### config.mk
export PLATFORM = sky130hd
export DESIGN_NAME = recMulTop
export DESIGN_NICKNAME = d
export VERILOG_FILES = /design/src/rtl/smul_pkg.sv /design/src/rtl/baseMulCell.sv /design/src/rtl/crossSumUnit.sv /design/src/rtl/splitMulNode.sv /design/src/rtl/recMulTop.sv
export SDC_FILE = /design/constraint.sdc
export NUM_CORES = 1
export LEC_CHECK = 0
export BUFFER_PORTS_ARGS = -buffer_cell sky130_fd_sc_hd__clkbuf_2
export CAP_MARGIN = 20
export CORE_UTILIZATION = 64
export DETAILED_ROUTE_END_ITERATION = 7
export PLACE_DENSITY = 0.92
export SYNTH_ARGS = -nofsm -noshare
export SYNTH_HDL_FRONTEND = slang
export SYNTH_HIERARCHICAL = 1
export SYNTH_SLANG_ARGS = --single-unit
export TNS_END_PERCENT = 30
### constraint.sdc
create_clock -name vclk -period 12.6
set_input_delay 1.89 -clock vclk [all_inputs]
set_output_delay 1.89 -clock vclk [all_outputs]
set_load 0.01 [all_outputs]
### src/rtl/smul_pkg.sv
package smul_pkg;
  // Operand width for a given base width and recursion depth.
  function automatic int opWidth(input int baseW, input int depth);
    return baseW << depth;
  endfunction
endpackage

### src/rtl/baseMulCell.sv
module baseMulCell #(
  parameter int BASE_W = 1
) (
  input  logic [BASE_W-1:0]   cellA,
  input  logic [BASE_W-1:0]   cellB,
  output logic [2*BASE_W-1:0] cellProd
);
  localparam int PW = 2 * BASE_W;

  generate
    if (BASE_W == 1) begin : g_andCell
      // A one-bit by one-bit product is a single AND gate.
      assign cellProd = {1'b0, cellA[0] & cellB[0]};
    end else begin : g_rowCell
      // Shift-and-add over the partial-product rows.
      logic [PW-1:0] rowAcc;
      always_comb begin
        rowAcc = '0;
        for (int i = 0; i < BASE_W; i++) begin
          if (cellB[i]) rowAcc = rowAcc + ({{BASE_W{1'b0}}, cellA} << i);
        end
      end
      assign cellProd = rowAcc;
    end
  endgenerate

  // a zero operand must give a zero product.
  always_comb begin
    if (cellA == '0 || cellB == '0)
      a_r2_cell_zero: assert (cellProd == '0);
  end
endmodule

### src/rtl/crossSumUnit.sv
module crossSumUnit #(
  parameter int HALF = 1
) (
  input  logic [2*HALF-1:0] lowLow,
  input  logic [2*HALF-1:0] lowHigh,
  input  logic [2*HALF-1:0] highLow,
  input  logic [2*HALF-1:0] highHigh,
  output logic [4*HALF-1:0] sumOut
);
  localparam int FW = 4 * HALF;

  logic [FW-1:0] joined;
  logic [FW-1:0] crossOne;
  logic [FW-1:0] crossTwo;
  logic [FW-1:0] partSum;

  // The outer products do not overlap, so they are joined without an adder.
  assign joined   = {highHigh, lowLow};
  assign crossOne = {{HALF{1'b0}}, lowHigh, {HALF{1'b0}}};
  assign crossTwo = {{HALF{1'b0}}, highLow, {HALF{1'b0}}};
  assign partSum  = joined + crossOne;
  assign sumOut   = partSum + crossTwo;

  // adding the cross terms never wraps past the full product width.
  always_comb begin
    a_r1_no_overflow: assert (sumOut >= joined && partSum >= joined);
  end
endmodule

### src/rtl/splitMulNode.sv
module splitMulNode #(
  parameter int BASE_W = 1,
  parameter int DEPTH  = 0
) (
  input  logic [smul_pkg::opWidth(BASE_W, DEPTH)-1:0]   nodeA,
  input  logic [smul_pkg::opWidth(BASE_W, DEPTH)-1:0]   nodeB,
  output logic [2*smul_pkg::opWidth(BASE_W, DEPTH)-1:0] nodeProd
);
  localparam int OW = smul_pkg::opWidth(BASE_W, DEPTH);
  localparam int HW = OW / 2;

  generate
    if (DEPTH == 0) begin : g_leaf
      baseMulCell #(.BASE_W(BASE_W)) cell_i (
        .cellA(nodeA), .cellB(nodeB), .cellProd(nodeProd)
      );
    end else begin : g_split
      logic [HW-1:0]   aHi, aLo, bHi, bLo;
      logic [2*HW-1:0] pLL, pLH, pHL, pHH;

      assign aHi = nodeA[OW-1:HW];
      assign aLo = nodeA[HW-1:0];
      assign bHi = nodeB[OW-1:HW];
      assign bLo = nodeB[HW-1:0];

      splitMulNode #(.BASE_W(BASE_W), .DEPTH(DEPTH-1)) subLL_i (
        .nodeA(aLo), .nodeB(bLo), .nodeProd(pLL));
      splitMulNode #(.BASE_W(BASE_W), .DEPTH(DEPTH-1)) subLH_i (
        .nodeA(aLo), .nodeB(bHi), .nodeProd(pLH));
      splitMulNode #(.BASE_W(BASE_W), .DEPTH(DEPTH-1)) subHL_i (
        .nodeA(aHi), .nodeB(bLo), .nodeProd(pHL));
      splitMulNode #(.BASE_W(BASE_W), .DEPTH(DEPTH-1)) subHH_i (
        .nodeA(aHi), .nodeB(bHi), .nodeProd(pHH));

      crossSumUnit #(.HALF(HW)) sum_i (
        .lowLow(pLL), .lowHigh(pLH), .highLow(pHL), .highHigh(pHH),
        .sumOut(nodeProd)
      );

      // zero lower halves leave the lower half of the product clear.
      always_comb begin
        if (aLo == '0 && bLo == '0)
          a_r6_low_clear: assert (nodeProd[OW-1:0] == '0);
      end
    end
  endgenerate

  // R2 and R3 are checked at every level of the tree.
  always_comb begin
    if (nodeA == '0 || nodeB == '0)
      a_r2_node_zero: assert (nodeProd == '0);
    if (nodeB == OW'(1))
      a_r3_unit_b: assert (nodeProd == {{OW{1'b0}}, nodeA});
    if (nodeA == OW'(1))
      a_r3_unit_a: assert (nodeProd == {{OW{1'b0}}, nodeB});
  end
endmodule

### src/rtl/recMulTop.sv
module recMulTop #(
  parameter int BASE_W = 1,
  parameter int DEPTH  = 3
) (
  input  logic [smul_pkg::opWidth(BASE_W, DEPTH)-1:0]   opA,
  input  logic [smul_pkg::opWidth(BASE_W, DEPTH)-1:0]   opB,
  output logic [2*smul_pkg::opWidth(BASE_W, DEPTH)-1:0] prodOut
);
  splitMulNode #(.BASE_W(BASE_W), .DEPTH(DEPTH)) root_i (
    .nodeA(opA), .nodeB(opB), .nodeProd(prodOut)
  );
endmodule

==> results.md, run 1 <==
- Die Wd: 87.1 microns
- Vias: 2826
- Status: finished clean
- Hold Worst Slack: 4.20 ns
- Cell area after layout: 4220 sq um
- RSZ-0062 raised after global routing: no
- Overflow after GRT: 0
- Required time of the critical path: 10.71 ns
- Setup Buffers After CTS: 0
- Critical path type: input pin to output pin
- Final hold viol count: 0
- Worst Path Arrival: 6.57 ns
- Final setup fails: 0
- Initial antenna violation count: 0
- Layout fillers: 593
- Post-place instance area: 4220 sq um
- Most frequent cells in the layout: 189 x inv_1, 64 x and2_1, 64 x conb_1
- Slew Limit Fails: 0
- Yosys warnings: 6
- Area grow syn2layout: -8.86%
- Register area share after synthesis: 0%
- Layout cells sized above 1: 7.93%
- Critical Path Start Type: input pin
- Final cycle utilization of the critical path: 67.1%
- Hold buffer count at cts: 0
- Worst path most repeated cell: fa_1
- Storage cell area: 0 sq um
- DRC errors left: 0
- Vias per inst: 4.43
- Num ports: 32
- Routed wire length: 7080 microns
- Total Routing Usage GR: 21.0%
- Die Area: 7580 sq um
- Iteration-0 DRC Markers: 53
- N_diodes: 0
- Multi-input logic area: 3230 sq um
- Final min period: 8.46 ns
- Fmax achieved: 118 MHz
- Crit-path max FO: 8
- DR WL/cell: 11.1 microns
- Syn avg cell area: 7.70 sq um
- Site row count: 30
- Vias in the first global route: 3065
- Worst min path class: input pin to output pin
- Num sequential: 0
- Critical Path Sink Type: output pin
- Die Y: 87.1 microns
- Port Buffers: 32
- CP max stage cell: fa_1
- Clkbuf count: 0
- Initial Util: 67.1%
- Placer Congestion: 0.865
- Detailed placement HPWL: 6390 microns
- Post-CTS resize count: 0
- Post-Syn Area: 4630 sq um
- Post-route ant nets: 0
- MaxCap Viol Count: 0
- CP max stage delay: 0.59 ns
- Nets@finish: 661
- DR pass1 iterations: 4
- Commonest non-fill, non-tap cell in the layout: inv_1
- Fin Setup TNS: 0 ns
- Core area: 6910 sq um
- Global-route wire length before repair: 12600 microns
- Syn Inst Count: 602
- Crit-path cells: clkbuf_2 -> and2_1 -> inv_1 -> fa_1 -> inv_1 -> ha_1 -> fa_1 -> inv_1 -> fa_1 -> xnor2_1 -> fa_1 -> ha_1 -> inv_1 -> fa_1 -> nor2b_4 -> o31a_1 -> o21ai_2 -> nor2_1 -> xor2_1 -> clkbuf_2
- Largest net degree at the start of global routing: 9
- Count of cell types in the netlist: 26
- Net Count, Synth: 719
kinds of logic (layout without fill, tap and decap cells):
group,Yosys count,count (layout),share of synthesized area (%)
buffers and inverters,281,221,30.2
adders and majority gates,101,101,37.2
and+or+nand+nor,90,90,11.3
other,64,64,5.18
xor gates and xnor gates,36,36,11.6
AOI/OAI and AO/OA,30,30,4.56
metrics by stage:
step	util, %	std cells	worst slack, ns
floorplan	-	602	4.81
global placement	61.1	638	4.38
detailed placement	61.1	638	4.21
CTS	61.1	638	4.17
global route	61.1	638	3.89
finish	61.1	638	4.14
cells in the mapped netlist:
master	instances	share of area, %
a211oi_1	1	0.16
a21o_1	5	0.81
a21oi_1	5	0.54
a21oi_2	8	1.5
a31oi_1	1	0.14
and2_1	64	8.6
buf_4	92	15
conb_1	64	5.2
fa_1	61	26
ha_1	40	11
inv_1	189	15
nand2_1	6	0.49
nand2b_1	5	0.68
nor2_1	12	0.97
nor2_2	1	0.14
nor2b_4	1	0.30
nor3_1	1	0.11
o21a_1	2	0.32
o21ai_0	4	0.43
o21ai_1	1	0.11
o21ai_2	1	0.19
o21bai_1	1	0.16
o31a_1	1	0.19
xnor2_1	14	2.6
xnor3_1	16	7.8
xor2_1	6	1.1
path summary, 6_finish.rpt:
| kind | depth (start not counted) | from | to | slack (ns) |
|---|---|---|---|---|
| hold / removal | 3 | opB[0] | prodOut[0] | 4.20 |
| setup / recovery | 20 | opB[3] | prodOut[15] | 4.14 |
final cells by class:
type               count  area share [%]
multi-input cells    321            76.6
inverters            189            16.8
repair buffers        32            3.79
well taps             96            2.84
critical path, delay by kind of cell:
kind / cells / cell delay (ns)
fa+ha+maj: 7 / 3.02
xor+xnor: 2 / 0.32
buf+inv: 6 / 0.57
compound gates: 2 / 0.33
simple gates: 3 / 0.44
layer usage:
metal	routed length [microns]	share of wire (%)	up-vias	GRT usage, %
met5	0	0	-	0
met1	2840	40	1355	24.6
met4	229	3.2	0	6.82
met2	3820	54	73	40.7
li1	-	-	1372	-
met3	189	2.7	26	0.948
Power of run 1 is not shown: default switching activity piles up to over one toggle a cycle in this logic, so the estimate is an artifact.
==> run 2: changes to the inputs <==
Settings changed: CORE_UTILIZATION 64 to 59, PLACE_DENSITY 0.92 to 0.89.
Clock period 12.6 ns to 7.4 ns, I/O delays scaled along.
==> results.md, run 2 (same netlist as run 1, synthesis figures left out) <==
- Required time of the critical path: 6.29 ns (-4.42 ns)
- Global-route wire length before repair: 13100 microns (+3.7%)
- Layout cells sized above 1: 7.93% (unchanged)
- Iteration-0 DRC Markers: 86 (+62%)
- Vias: 2717 (-3.9%)
- Die Wd: 90.6 microns (+4.1%)
- Fin Setup TNS: 0 ns (unchanged)
- Clkbuf count: 0 (unchanged)
- Critical path type: input pin to output pin
- Critical Path Sink Type: output pin
- Vias in the first global route: 3073 (+0.26%)
- Routed wire length: 7220 microns (+2.0%)
- Detailed placement HPWL: 6530 microns (+2.2%)
- Status: finished clean
- DRC errors left: 0 (unchanged)
- Pre-CTS setup slack: 0.602 ns (-3.61 ns)
- Hold buffer count at cts: 0 (unchanged)
- Hold path start: opA[0]
- RSZ-0062 raised after global routing: no
- Area grow syn2layout: -8.78% (about the same)
- Critical Path Start Type: input pin
- Hold Path Cell Cnt: 3 (unchanged)
- Largest net degree at the start of global routing: 9 (unchanged)
- Initial Util: 62.5% (-4.5 points)
- Vias per inst: 4.24 (-4.3%)
- Final hold viol count: 0 (unchanged)
- Worst Slack Setup Final: 0.586 ns (-3.55 ns)
- Num sequential: 0 (unchanged)
- Worst Hold Path EP: prodOut[0]
- Total Routing Usage GR: 19.6% (-1.4 points)
- DR pass1 iterations: 4 (unchanged)
- Num ports: 32 (unchanged)
- MaxCap Viol Count: 0 (unchanged)
- Most frequent cells in the layout: 189 x inv_1, 64 x and2_1, 64 x conb_1
- Initial antenna violation count: 0 (unchanged)
- Final min period: 6.81 ns
- Overflow after GRT: 0 (unchanged)
- Worst min path class: input pin to output pin
- Hold Worst Slack: 2.64 ns (-1.56 ns)
- Post-route ant nets: 0 (unchanged)
- DR WL/cell: 11.3 microns (+1.6%)
- Final cycle utilization of the critical path: 92.1%
- Storage cell area: 0 sq um (unchanged)
- Setup Buffers After CTS: 0 (unchanged)
- Met3 GRT Util: 0.842% (-0.11 points)
- Slew Limit Fails: 0 (unchanged)
- Die Y: 90.6 microns (+4.1%)
- N_diodes: 0 (unchanged)
- Nets@finish: 661 (unchanged)
- GR peak layer: met2
- Final setup fails: 0 (unchanged)
- Placer Congestion: 0.877 (+1.4%)
- Final core occ: 57.1% (-4.1 points)
- Site row count: 31 (+3.3%)
- Fmax achieved: 147 MHz
- Core area: 7410 sq um (+7.3%)
- Grt met2 use: 39.0% (-1.6 points)
- Worst Path Arrival: 5.70 ns (-0.87 ns)
- Post-CTS resize count: 0 (unchanged)
- Port Buffers: 32 (unchanged)
- Die Area: 8210 sq um (+8.3%)
- Commonest non-fill, non-tap cell in the layout: inv_1
- Met1 Usage GRT: 22.9% (-1.7 points)
- Crit-path max FO: 8 (unchanged)
run 2: cell counts in the layout (fill, tap and decap cells not counted):
No cell type changed its count.
run 2: final cells by class:
cell class,instances,area [sq um]
timing repair buffer,32,160
inverter,189,709
multi-input combinational,321,3230
fill,639,3180
tap,99,124
run 2: per-layer routing:
metal	wire length (microns)	part of all wire (%)
met5	0	0
met3	151	2.1
met1	2930	41
met2	4030	56
met4	108	1.5
run 2: worst max path at each step:
stage	slack, ns	from	endpoint	cells after the start
after floorplan	1.17	opA[1]	prodOut[15]	18
after global placement	0.79	opB[3]	prodOut[11]	20
after detailed placement	0.60	opB[1]	prodOut[15]	20
after CTS	0.59	opB[1]	prodOut[15]	20
after global routing	0.29	opB[1]	prodOut[12]	19
final	0.59	opB[1]	prodOut[15]	20
run 2: worst max-delay path, stage by stage:
cell      delay, ns
clkbuf_2       0.17
and2_1         0.16
inv_1          0.06
fa_1           0.44
inv_1          0.08
ha_1           0.25
fa_1           0.55
inv_1          0.07
fa_1           0.45
xnor2_1        0.18
fa_1           0.56
ha_1           0.22
inv_1          0.07
fa_1           0.46
nor2b_4        0.14
o31a_1         0.20
o21ai_2        0.10
nor2_1         0.13
xor2_1         0.16
clkbuf_2       0.15
run 2: stage by stage:
step / area, sq um / cells
finish: 4230 / 641
global route: 4230 / 641
CTS: 4230 / 641
detailed placement: 4230 / 641
global placement: 4230 / 641
floorplan: 4630 / 602
Power of run 2 is left out for the same reason.
==> run 3: changes to the inputs <==
Settings changed: BUFFER_PORTS_ARGS -buffer_cell sky130_fd_sc_hd__clkbuf_2 to default, CORE_UTILIZATION 59 to 62, DONT_BUFFER_PORTS from default to 1.
==> results.md, run 3 (same netlist as run 1, synthesis figures left out) <==
- Status: finished clean
- Fin cells: 609 (-5.0%)
- Critical path type: input pin to output pin
- CP max stage cell: fa_1
- Fin Setup TNS: 0 ns (unchanged)
- Grt met2 use: 37.0% (-2.0 points)
- Port Buffers: 0 (-100%)
- Critical Path Sink Type: output pin
- Required time of the critical path: 6.29 ns (about the same)
- Total Routing Usage GR: 18.7% (-0.91 points)
- Storage cell area: 0 sq um (unchanged)
- Core area: 7250 sq um (-2.1%)
- Met1 Usage GRT: 22.4% (-0.49 points)
- Met3 GRT Util: 1.03% (+0.18 points)
- CP max stage delay: 0.58 ns (+0.02 ns)
- Hold buffer count at cts: 0 (unchanged)
- Hold Worst Slack: 2.37 ns (-0.264 ns)
- DR WL/cell: 10.8 microns (-4.0%)
- Die Wd: 88.4 microns (-2.4%)
- Detailed placement HPWL: 6090 microns (-6.7%)
- Routed wire length: 6580 microns (-8.8%)
- Initial Util: 63.9% (+1.3 points)
- Worst Path Arrival: 5.37 ns (-0.33 ns)
- DR pass1 iterations: 4 (unchanged)
- Layout cells sized above 1: 2.16% (-5.8 points)
- Area grow syn2layout: -12.2%
- Site row count: 31 (unchanged)
- Worst path most repeated cell: fa_1
- Num ports: 32 (unchanged)
- Die Area: 7820 sq um (-4.7%)
- Vias: 2579 (-5.1%)
- Setup Buffers After CTS: 0 (unchanged)
- Critical Path Start Type: input pin
- Worst setup path start: opA[1]
- Die Y: 88.4 microns (-2.4%)
- MaxCap Viol Count: 0 (unchanged)
- Fmax achieved: 154 MHz (+5.2%)
- Slew Limit Fails: 0 (unchanged)
- Nets@finish: 629 (-4.8%)
- Crit-path cells: and2_1 -> inv_1 -> fa_1 -> inv_1 -> ha_1 -> fa_1 -> inv_1 -> fa_1 -> nand2b_1 -> a21oi_2 -> xor2_1 -> fa_1 -> ha_1 -> nor2b_4 -> o31a_1 -> o21ai_2 -> nor2_1 -> xor2_1
- Most frequent cells in the layout: 189 x inv_1, 64 x and2_1, 64 x conb_1
- Worst min path class: input pin to output pin
- Vias in the first global route: 2770 (-9.9%)
- Crit-path max FO: 8 (unchanged)
- GR peak layer: met2
- DP Cell Count: 609 (-5.0%)
- Final cycle utilization of the critical path: 87.6% (-4.5 points)
- N_diodes: 0 (unchanged)
- Post-CTS resize count: 0 (unchanged)
- Iteration-0 DRC Markers: 64 (-26%)
- RSZ-0062 raised after global routing: no
- Post-route ant nets: 0 (unchanged)
- CP endpoint: prodOut[15]
- Placer Congestion: 0.891 (+1.6%)
- Final setup fails: 0 (unchanged)
- Layout fillers: 648 (+1.4%)
- Vias per inst: 4.23 (about the same)
- Largest net degree at the start of global routing: 9 (unchanged)
- Clkbuf count: 0 (unchanged)
- Global-route wire length before repair: 11500 microns (-12%)
- DRC errors left: 0 (unchanged)
- Num sequential: 0 (unchanged)
- Final min period: 6.48 ns (-0.335 ns)
- Commonest non-fill, non-tap cell in the layout: inv_1
- Initial antenna violation count: 0 (unchanged)
- Overflow after GRT: 0 (unchanged)
- Final hold viol count: 0 (unchanged)
[run 3: changes by cell type in the layout (fill, tap and decap cells not counted), sizes merged]
cell,change
clkbuf,-32
[run 3: final cells by class]
class	count	area [sq um]	area share, %
inverters	189	709	17.4
multi-input cells	321	3230	79.5
well taps	99	124	3.05
[run 3: how the worst min path moves through the flow]
| stage | startpoint | to | cells after the start |
|---|---|---|---|
| floorplan | opB[0] | prodOut[0] | 4 |
| global placement | opB[0] | prodOut[0] | 1 |
| detailed placement | opB[0] | prodOut[0] | 1 |
| CTS | opB[0] | prodOut[0] | 1 |
| global route | opB[0] | prodOut[0] | 1 |
| finish | opB[0] | prodOut[0] | 1 |
[run 3: metrics by stage]
stage	instance area, sq um	setup slack, ns	util, %
detailed placement	4070	0.935	56.1
floorplan	4630	1.17	-
CTS	4070	0.914	56.1
global placement	4070	1.01	56.1
global route	4070	0.696	56.1
finish	4070	0.921	56.1
[run 3: critical path: cells and delay by family]
| kind | cells | cell delay [ns] |
|---|---|---|
| AOI/OAI and AO/OA | 3 | 0.62 |
| xor gates and xnor gates | 2 | 0.47 |
| buffers and inverters | 3 | 0.19 |
| and+or+nand+nor | 4 | 0.50 |
| adders and majority gates | 6 | 2.45 |
[run 3: per-layer routing]
layer	vias to the layer above	part of all wire (%)	wire length, microns
met3	8	3.1	203
met4	0	1.5	99
li1	1306	-	-
met2	35	55	3630
met5	-	0	0
met1	1230	40	2640
Power of run 3 is left out for the same reason.
